==> src/rtl/fcs_pkg.sv <==
package fcs_pkg;

    typedef enum logic [1:0] {
        SQ_IDLE = 2'd0,
        SQ_ADDR = 2'd1,
        SQ_CMD  = 2'd2,
        SQ_RUN  = 2'd3
    } sq_state_t;

    localparam logic [1:0] SEL_CLKDIV = 2'd0;
    localparam logic [1:0] SEL_CMD    = 2'd1;
    localparam logic [1:0] SEL_STAT   = 2'd2;
    localparam logic [1:0] SEL_OTHER  = 2'd3;

    localparam int STAT_LAUNCH_BIT = 7;
    localparam int STAT_ERRCLR_BIT = 4;

    localparam int N_LEGAL  = 5;
    localparam int N_LOCKED = 3;

    localparam logic [7:0] LEGAL_CODES  [N_LEGAL]  = '{8'h05, 8'h20, 8'h25, 8'h40, 8'h41};
    localparam logic [7:0] LOCKED_CODES [N_LOCKED] = '{8'h20, 8'h25, 8'h40};

endpackage

==> src/rtl/fcs_code_check.sv <==
module fcs_code_check
    import fcs_pkg::*;
(
    input  logic [7:0] code,
    input  logic       dbg_src,
    input  logic       secured,
    output logic       cmd_accept
);

    logic [N_LEGAL-1:0]  legal_hit;
    logic [N_LOCKED-1:0] lock_hit;

    genvar gi;
    generate
        for (gi = 0; gi < N_LEGAL; gi++) begin : g_legal
            assign legal_hit[gi] = (code == LEGAL_CODES[gi]);
        end
        for (gi = 0; gi < N_LOCKED; gi++) begin : g_locked
            assign lock_hit[gi] = (code == LOCKED_CODES[gi]);
        end
    endgenerate

    always_comb begin
        cmd_accept = (|legal_hit) && !(secured && dbg_src && (|lock_hit));
    end

endmodule

==> src/rtl/fcs_hold.sv <==
module fcs_hold #(
    parameter int AW = 16,
    parameter int DW = 8
) (
    input  logic          clk,
    input  logic          rst_n,
    input  logic          ld_addr,
    input  logic          ld_cmd,
    input  logic          clr_hold,
    input  logic [AW-1:0] addr_in,
    input  logic [DW-1:0] data_in,
    input  logic [7:0]    cmd_in,
    output logic [AW-1:0] addr_q,
    output logic [DW-1:0] data_q,
    output logic [7:0]    cmd_q
);

    always_ff @(posedge clk or negedge rst_n) begin
        if (!rst_n) begin
            addr_q <= '0;
            data_q <= '0;
            cmd_q  <= '0;
        end else if (clr_hold) begin
            addr_q <= '0;
            data_q <= '0;
            cmd_q  <= '0;
        end else begin
            if (ld_addr) begin
                addr_q <= addr_in;
                data_q <= data_in;
            end
            if (ld_cmd) begin
                cmd_q <= cmd_in;
            end
        end
    end

endmodule

==> src/rtl/fcs_seq_fsm.sv <==
module fcs_seq_fsm
    import fcs_pkg::*;
(
    input  logic       clk,
    input  logic       rst_n,
    input  logic       reg_wr,
    input  logic       reg_rd,
    input  logic [1:0] reg_sel,
    input  logic       wd_launch,
    input  logic       wd_errclr,
    input  logic       arr_wr,
    input  logic       stop_req,
    input  logic       be_done,
    input  logic       cmd_accept,
    output logic       acc_err,
    output logic       buf_empty,
    output logic       be_start,
    output logic       be_abort,
    output logic       ld_addr,
    output logic       ld_cmd,
    output logic       clr_hold
);

    sq_state_t st, st_n;
    logic err_n, be_n, div_set, div_n, start_n, abort_n;
    logic stat_wr, err_clear, fault;

    always_comb begin
        stat_wr   = reg_wr && (reg_sel == SEL_STAT);
        err_clear = stat_wr && wd_errclr;
    end

    // next-state and output decisions
    always_comb begin
        st_n     = st;
        err_n    = acc_err;
        be_n     = buf_empty;
        div_n    = div_set;
        start_n  = 1'b0;
        abort_n  = 1'b0;
        ld_addr  = 1'b0;
        ld_cmd   = 1'b0;
        clr_hold = 1'b0;
        fault    = 1'b0;
        unique case (st)
            SQ_IDLE: begin
                if (acc_err) begin
                    if (err_clear) err_n = 1'b0;
                end else if (arr_wr) begin
                    if (!div_set) begin
                        fault = 1'b1;
                    end else begin
                        ld_addr = 1'b1;
                        st_n    = SQ_ADDR;
                    end
                end else if (reg_wr) begin
                    if (reg_sel == SEL_CLKDIV) div_n = 1'b1;
                    else if (reg_sel == SEL_CMD) fault = 1'b1;
                end
            end
            SQ_ADDR: begin
                if (arr_wr) begin
                    fault = 1'b1;
                end else if (reg_wr) begin
                    if (reg_sel == SEL_CMD && cmd_accept) begin
                        ld_cmd = 1'b1;
                        st_n   = SQ_CMD;
                    end else begin
                        fault = 1'b1;
                    end
                end
            end
            SQ_CMD: begin
                if (arr_wr) begin
                    fault = 1'b1;
                end else if (stat_wr && wd_launch) begin
                    start_n = 1'b1;
                    be_n    = 1'b0;
                    st_n    = SQ_RUN;
                end else if (reg_wr || reg_rd) begin
                    fault = 1'b1;
                end
            end
            SQ_RUN: begin
                if (stop_req) begin
                    abort_n  = 1'b1;
                    err_n    = 1'b1;
                    be_n     = 1'b1;
                    clr_hold = 1'b1;
                    st_n     = SQ_IDLE;
                end else if (be_done) begin
                    be_n     = 1'b1;
                    clr_hold = 1'b1;
                    st_n     = SQ_IDLE;
                end else if (arr_wr) begin
                    err_n = 1'b1;
                end else if (acc_err && err_clear) begin
                    err_n = 1'b0;
                end
            end
            default: st_n = SQ_IDLE;
        endcase
        if (fault) begin
            err_n    = 1'b1;
            clr_hold = 1'b1;
            st_n     = SQ_IDLE;
        end
    end

    always_ff @(posedge clk or negedge rst_n) begin
        if (!rst_n) begin
            st <= SQ_IDLE;
        end else begin
            st <= st_n;
        end
    end

    always_ff @(posedge clk or negedge rst_n) begin
        if (!rst_n) begin
            acc_err   <= 1'b0;
            buf_empty <= 1'b1;
            div_set   <= 1'b0;
            be_start  <= 1'b0;
            be_abort  <= 1'b0;
        end else begin
            acc_err   <= err_n;
            buf_empty <= be_n;
            div_set   <= div_n;
            be_start  <= start_n;
            be_abort  <= abort_n;
        end
    end


    start_one_cycle_chk: assert property (@(posedge clk) disable iff (!rst_n)
        be_start |=> !be_start);


    start_flag_chk: assert property (@(posedge clk) disable iff (!rst_n)
        be_start |-> !buf_empty);


    err_sticky_chk: assert property (@(posedge clk) disable iff (!rst_n)
        (acc_err && !err_clear) |=> acc_err);


    err_idle_chk: assert property (@(posedge clk) disable iff (!rst_n)
        $rose(acc_err) |-> (st == SQ_IDLE || st == SQ_RUN));


    abort_chk: assert property (@(posedge clk) disable iff (!rst_n)
        be_abort |-> (acc_err && buf_empty && st == SQ_IDLE));


    run_flag_chk: assert property (@(posedge clk) disable iff (!rst_n)
        !buf_empty |-> (st == SQ_RUN));

endmodule

==> src/rtl/flash_cmd_seq.sv <==
module flash_cmd_seq
    import fcs_pkg::*;
#(
    parameter int AW = 16,
    parameter int DW = 8
) (
    input  logic          clk,
    input  logic          rst_n,
    input  logic          reg_wr,
    input  logic          reg_rd,
    input  logic [1:0]    reg_sel,
    input  logic [7:0]    reg_wdata,
    input  logic          dbg_src,
    input  logic          secured,
    input  logic          arr_wr,
    input  logic [AW-1:0] arr_addr,
    input  logic [DW-1:0] arr_wdata,
    input  logic          stop_req,
    input  logic          be_done,
    output logic          be_start,
    output logic          be_abort,
    output logic [7:0]    be_cmd,
    output logic [AW-1:0] be_addr,
    output logic [DW-1:0] be_data,
    output logic          acc_err,
    output logic          buf_empty
);

    logic cmd_accept, ld_addr, ld_cmd, clr_hold;
    logic wd_launch, wd_errclr;

    assign wd_launch = reg_wdata[STAT_LAUNCH_BIT];
    assign wd_errclr = reg_wdata[STAT_ERRCLR_BIT];

    fcs_code_check u_chk (
        .code       (reg_wdata),
        .dbg_src    (dbg_src),
        .secured    (secured),
        .cmd_accept (cmd_accept)
    );

    fcs_seq_fsm u_fsm (
        .clk        (clk),
        .rst_n      (rst_n),
        .reg_wr     (reg_wr),
        .reg_rd     (reg_rd),
        .reg_sel    (reg_sel),
        .wd_launch  (wd_launch),
        .wd_errclr  (wd_errclr),
        .arr_wr     (arr_wr),
        .stop_req   (stop_req),
        .be_done    (be_done),
        .cmd_accept (cmd_accept),
        .acc_err    (acc_err),
        .buf_empty  (buf_empty),
        .be_start   (be_start),
        .be_abort   (be_abort),
        .ld_addr    (ld_addr),
        .ld_cmd     (ld_cmd),
        .clr_hold   (clr_hold)
    );

    fcs_hold #(.AW(AW), .DW(DW)) u_hold (
        .clk      (clk),
        .rst_n    (rst_n),
        .ld_addr  (ld_addr),
        .ld_cmd   (ld_cmd),
        .clr_hold (clr_hold),
        .addr_in  (arr_addr),
        .data_in  (arr_wdata),
        .cmd_in   (reg_wdata),
        .addr_q   (be_addr),
        .data_q   (be_data),
        .cmd_q    (be_cmd)
    );

endmodule

==> config.mk <==
export PLATFORM = sky130hd
export DESIGN_NAME = flash_cmd_seq
export DESIGN_NICKNAME = d
export VERILOG_FILES = /design/src/rtl/fcs_pkg.sv /design/src/rtl/fcs_code_check.sv /design/src/rtl/fcs_hold.sv /design/src/rtl/fcs_seq_fsm.sv /design/src/rtl/flash_cmd_seq.sv
export SDC_FILE = /design/constraint.sdc
export NUM_CORES = 1
export LEC_CHECK = 0
export BUFFER_PORTS_ARGS = -buffer_cell sky130_fd_sc_hd__clkbuf_2
export CORE_ASPECT_RATIO = 1.1
export CORE_UTILIZATION = 30
export DETAILED_ROUTE_END_ITERATION = 10
export PLACE_DENSITY_LB_ADDON = 0.05
export SLEW_MARGIN = 30
export SYNTH_ARGS = -nofsm -noshare
export SYNTH_HDL_FRONTEND = slang
export SYNTH_SLANG_ARGS = --single-unit
==> constraint.sdc <==
create_clock -name clk -period 4.8 [get_ports clk]
set_clock_uncertainty 0.15 [all_clocks]
set_input_delay 0.24 -clock clk [delete_from_list [all_inputs] [get_ports clk]]
set_output_delay 0.24 -clock clk [all_outputs]
set_load 0.05 [all_outputs]
; ---- Word-level counts from Yosys, hierarchy flattened
; Cells that the tools add are included.
[word_totals]
output_inout_bits = 36
input_bits = 43
register_bits = 39
word_cells = 118
[op_classes]
reduce_logical = 22
eq_ne = 24
n_bitwise = 2
muxes = 61
[ops]
columns = cell, count
row1 = 1-bit 2-to-1 mux, 40
row2 = 16-bit 2-to-1 mux, 2
row3 = 8-bit 2-to-1 mux, 4
row4 = 2-bit 2-to-1 mux, 11
row5 = 8-bit by 6-bit equality test with 1-bit output (second input constant), 2
row6 = 8-bit by 7-bit equality test with 1-bit output (second input constant), 2
row7 = 3-bit by 2-bit != test with 1-bit output (second input constant), 4
row8 = 3-bit by 1-bit != test with 1-bit output (second input constant), 3
row9 = 9-bit AND reduction, 1
row10 = 8-bit by 3-bit equality test with 1-bit output (second input constant), 1
row11 = 1-bit logical AND, 8
row12 = 4-bit by 3-bit != test with 1-bit output (second input constant), 2
row13 = 2-bit one-hot mux with 4 select lines, 1
row14 = 2-bit equality test (second input constant), 3
row15 = 3-bit != test (second input constant), 2
row16 = 2-bit nonzero test, 3
row17 = 5-bit by 3-bit != test with 1-bit output (second input constant), 1
row18 = 5-bit AND reduction, 1
row19 = 5-bit OR reduction, 1
row20 = 2-bit by 1-bit equality test with 1-bit output (second input constant), 2
row21 = 2-bit zero test, 2
row22 = 1-bit one-hot mux with 2 select lines, 2
row23 = 4-bit AND reduction, 1
row24 = 1-bit one-hot mux with 3 select lines, 1
row25 = other kinds (8), 9

; ---- Logic depth before layout (Yosys ltp)
[depth]
ltp_word = 12
mapped_depth = 8

; ---- Modules after synthesis
; A second synthesis with hierarchy kept.
[unflattened]
cells_unflattened = 179
hier_area_um2 = 1966.9
[modules_own_cells]
columns = module, seq_area_each_um2, instances, cells_per_inst, area_each_um2
row1 = fcs_hold, 800.8, 1, 103, 1313.8
row2 = fcs_seq_fsm, 176.4, 1, 67, 585.6
row3 = fcs_code_check, 0.0, 1, 9, 67.6

; ---- Least setup slack after synthesis
; Ideal clock, no wire load.
[synth_timing]
path_kind = register to register
from = reg u_fsm.st[0]
to = reg u_hold.addr_q[10]
t_required_ns = 4.577
period_less_slack_ns = 2.003
arrival_ns = 1.779
slack_ns = 2.797
stages_incl_launch_ff = 9
cell_sequence = dfrtp_1 -> inv_1 -> ha_1 -> nor2b_1 -> and3_1 -> clkbuf_1 -> clkbuf_1 -> nand2_1 -> a21oi_2
[synth_between]
elab_chain_cells = 4
elab_cells_between_ends = 10
[synth_lines]
columns = item, line
row1 = start: declaration, fcs_seq_fsm.sv:24  ; sq_state_t st, st_n;
row2 = start signal: assignment, fcs_seq_fsm.sv:114  ; st <= st_n;
row3 = 2-bit equality test (tied with other cells), fcs_seq_fsm.sv:45  ; unique case (st)
row4 = 1-bit one-hot mux with 3 select lines / 1-bit 2-to-1 mux (equally long branches), fcs_seq_fsm.sv:45
row5 = 1-bit 2-to-1 mux, fcs_seq_fsm.sv:103  ; if (fault) begin
row6 = 16-bit 2-to-1 mux / 2-bit nonzero test (equally long branches), -
row7 = end signal: assignment, fcs_hold.sv:29  ; addr_q <= addr_in;
row8 = end: declaration, fcs_hold.sv:13  ; output logic [AW-1:0] addr_q,
; Several ways; a longest one is shown, not always the timed one.
; A chain may end at the register's enable or synchronous reset.

; ---- Final worst setup path
[layout_timing]
from = reg u_fsm.st[0]
to = reg u_hold.addr_q[4]
; Same word-level chain as after synthesis.

==> impl_metrics.env <==
export IMPL_max_freq_mhz=397
export IMPL_yosysTopAreaCell="dfrtp_1"
export IMPL_drv_cap=0
export IMPL_fillers=618
export IMPL_die_h_um=85.3
export IMPL_core_area_um2=5910
export IMPL_numCtsBuffers=5
export IMPL_synth_cell_types=37
export IMPL_grt_pass1_vias=1631
export IMPL_dr_wl_met3_um=270
export IMPL_path_buf_inv=1
export IMPL_wl_met2_um=2190
export IMPL_synthTopCellsByCount="56 x nand2_1, 38 x dfrtp_1, 19 x a21oi_1"
export IMPL_syn_area_um2=1890
export IMPL_cts_tree="done"
export IMPL_crit_arrival_ns=2.55
export IMPL_m1WireLength_um=2240
export IMPL_grt_first_pass_wirelength_um=7490
export IMPL_io_buffers=78
export IMPL_period_share_pct=52.5
export IMPL_clk_pin_slew_worst_paths_ns=0.08
export IMPL_crit_path_end_kind="flip-flop"
export IMPL_postCtsSetupBuffers=0
export IMPL_worst_slew_pin_slew_ns=0.984
export IMPL_cp_cell_sequence="inv_1 > ha_1 > nor2b_1 > nand3_1 > nand2_1 > a21oi_2"
export IMPL_cp_top_family="simple AND/OR/NAND/NOR gates"
export IMPL_setup_tns_ns=0
export IMPL_maxSlewHeadroom_pct=34.2
export IMPL_slowest_stage="nand3_1"
export IMPL_path_max_fanout=24
export IMPL_rows=29
export IMPL_antenna_found_initial=0
export IMPL_num_io_pins=79
export IMPL_power_total_uw=1490
export IMPL_post_cts_resized=0
export IMPL_finalHoldViolCount=0
export IMPL_total_leakage_power_uw=0.00123
export IMPL_drc=0
export IMPL_status="finished, final reports clean"
export IMPL_dieArea_um2=6630
export IMPL_hpwl_um=3380
export IMPL_grt_use_total_pct=14.4
export IMPL_postSynthAreaPerCell_um2=9.60
export IMPL_die_w_um=77.7
export IMPL_grt_max_degree=40
export IMPL_hold_path_class="primary input to flip-flop"
export IMPL_min_period_ns=2.52
export IMPL_cts_num_sinks=39
export IMPL_cp_start_kind="flip-flop"
export IMPL_drt_first_pass_iters=4
export IMPL_synthesis_instances=197
export IMPL_routed_via_density=4.69
export IMPL_ys_flop_type="dfrtp_1"
export IMPL_first_iter_violations=102
export IMPL_worstPathRequired_ns=4.83
export IMPL_wl_per_cell_um=13.4
export IMPL_synth_warnings=0
export IMPL_start_util_pct=32.0
export IMPL_synth_edf_count=0
export IMPL_drtAntennaViolNets=0
export IMPL_insertion_delay_ns=0.28
export IMPL_syn_nets=244
export IMPL_finalNetCount=323
export IMPL_synth_async_reset_ratio_pct=100
export IMPL_maxSlewViolCount=0
export IMPL_syn2layout_area_growth_pct=29.6
export IMPL_ys_ff_latch=39
export IMPL_cts_root_buf="clkbuf_8"
export IMPL_routed_top_layer="met4"
export IMPL_routed_wirelength_um=4730
export IMPL_yosys_cell_count_top_type="nand2_1"
export IMPL_gp_congestion=0.783
export IMPL_ys_top_cells_by_area="dfrtp_1 50%, nand2_1 11%, a21oi_1 5.0%"
export IMPL_ctsHoldBuffers=1
export IMPL_vias=1661
export IMPL_gr_total_overflow=0
export IMPL_synth_top_area_share_pct=50.3
export IMPL_cts_htree_levels=2
export IMPL_layout_drive_gt1_share_pct=37.2
export IMPL_peakVddDrop_v=0.000290
export IMPL_yosysSeqAreaShare_pct=51.7
export IMPL_clock_path_buffers=2
export IMPL_path_class="flip-flop to flip-flop"
export IMPL_finalSetupViolations=0
export IMPL_cellPowerDensity_nw_per_um2=606
export IMPL_cp_slowest_stage_delay_ns=0.77
export IMPL_antenna_cells=0
export IMPL_rsz0062_at_grt="false"
## through the flow
stage / std cells / area, um^2 / setup slack, ns / hold slack, ns / utilization, %
floorplan: 197 / 1890 / 2.80 / -0.206 / -
global placement: 344 / 2330 / 2.15 / 0.311 / 39.3
detailed placement: 345 / 2360 / 2.29 / 0.149 / 39.8
CTS: 354 / 2450 / 2.28 / 0.00132 / 41.4
global route: 354 / 2450 / 2.06 / 0.0164 / 41.4
finish: 354 / 2450 / 2.28 / 0.0124 / 41.4
## worst paths after layout
path | from | slack, ns | cells past startpoint | end
hold / removal | arr_addr[0] | 0.01 | 3 | u_hold.addr_q[0]$_DFFE_PN0P_
hold reg to reg | u_hold.cmd_q[7]$_DFFE_PN0P_ | 0.35 | 2 | u_hold.cmd_q[7]$_DFFE_PN0P_
setup reg to reg | u_fsm.st[0]$_DFFE_PN0P_ | 2.28 | 6 | u_hold.addr_q[4]$_DFFE_PN0P_
min in group asynchronous | rst_n | 0.34 | 2 | u_hold.addr_q[9]$_DFFE_PN0P_
max in group asynchronous | rst_n | 3.77 | 2 | u_fsm.buf_empty$_DFFE_PN1P_
setup / recovery | u_fsm.st[0]$_DFFE_PN0P_ | 2.28 | 6 | u_hold.addr_q[4]$_DFFE_PN0P_
## registers in the layout (all words and copies together) (netlist names)
signal and count:
u_hold.data_q 8, u_fsm.be_abort 1, u_fsm.st 2, u_fsm.acc_err 1
u_hold.cmd_q 8, u_fsm.buf_empty 1, u_fsm.div_set 1, u_hold.addr_q 16
u_fsm.be_start 1
## layout make-up
class | instances | area [um^2] | area share [%]
flip-flops and latches | 39 | 977 | 39.9
multi-input cells | 144 | 840 | 34.3
repair buffers | 80 | 430 | 17.6
well taps | 77 | 96.3 | 3.93
clock buffers | 6 | 72.6 | 2.96
inverters | 6 | 22.5 | 0.919
clock inverters | 2 | 12.5 | 0.510
## tightest hold or removal path, cell delays in order
cell	delay [ns]
clkbuf_2	0.08
nand2_1	0.04
a21oi_1	0.05
## per-layer routing
layer	GRT usage, %	vias to the layer above
li1	-	823
met1	18.7	777
met2	23.3	59
met3	3.66	2
met4	4.63	0
met5	0	-
## power breakdown
part,internal (uW),switching (uW),leakage (uW),total [uW]
clock network,102,114,0.0000412,216
registers,410,47.7,0.000526,458
logic,242,570,0.000662,812
## cell families (layout without fill, tap and decap cells)
kind of cell | Yosys count | in the layout | synth area share [%]
simple gates | 90 | 90 | 20.6
compound gates | 46 | 46 | 19.0
flops | 39 | 39 | 51.7
buf+inv | 14 | 94 | 3.97
fa+ha+maj | 4 | 4 | 2.65
mux | 4 | 4 | 2.12
## layout by cell type (no fill, tap or decap), types with 5 or more instances in the layout
cell	netlist	routed
a21oi_1	19	19
nand2_1	56	56
nor2_1	14	14
nand3_1	5	5
dfrtp_1	38	38
clkbuf_2	0	77
inv_1	6	6
a21oi_2	10	10
clkbuf_8	0	5
(Power assumes the default switching activity.)
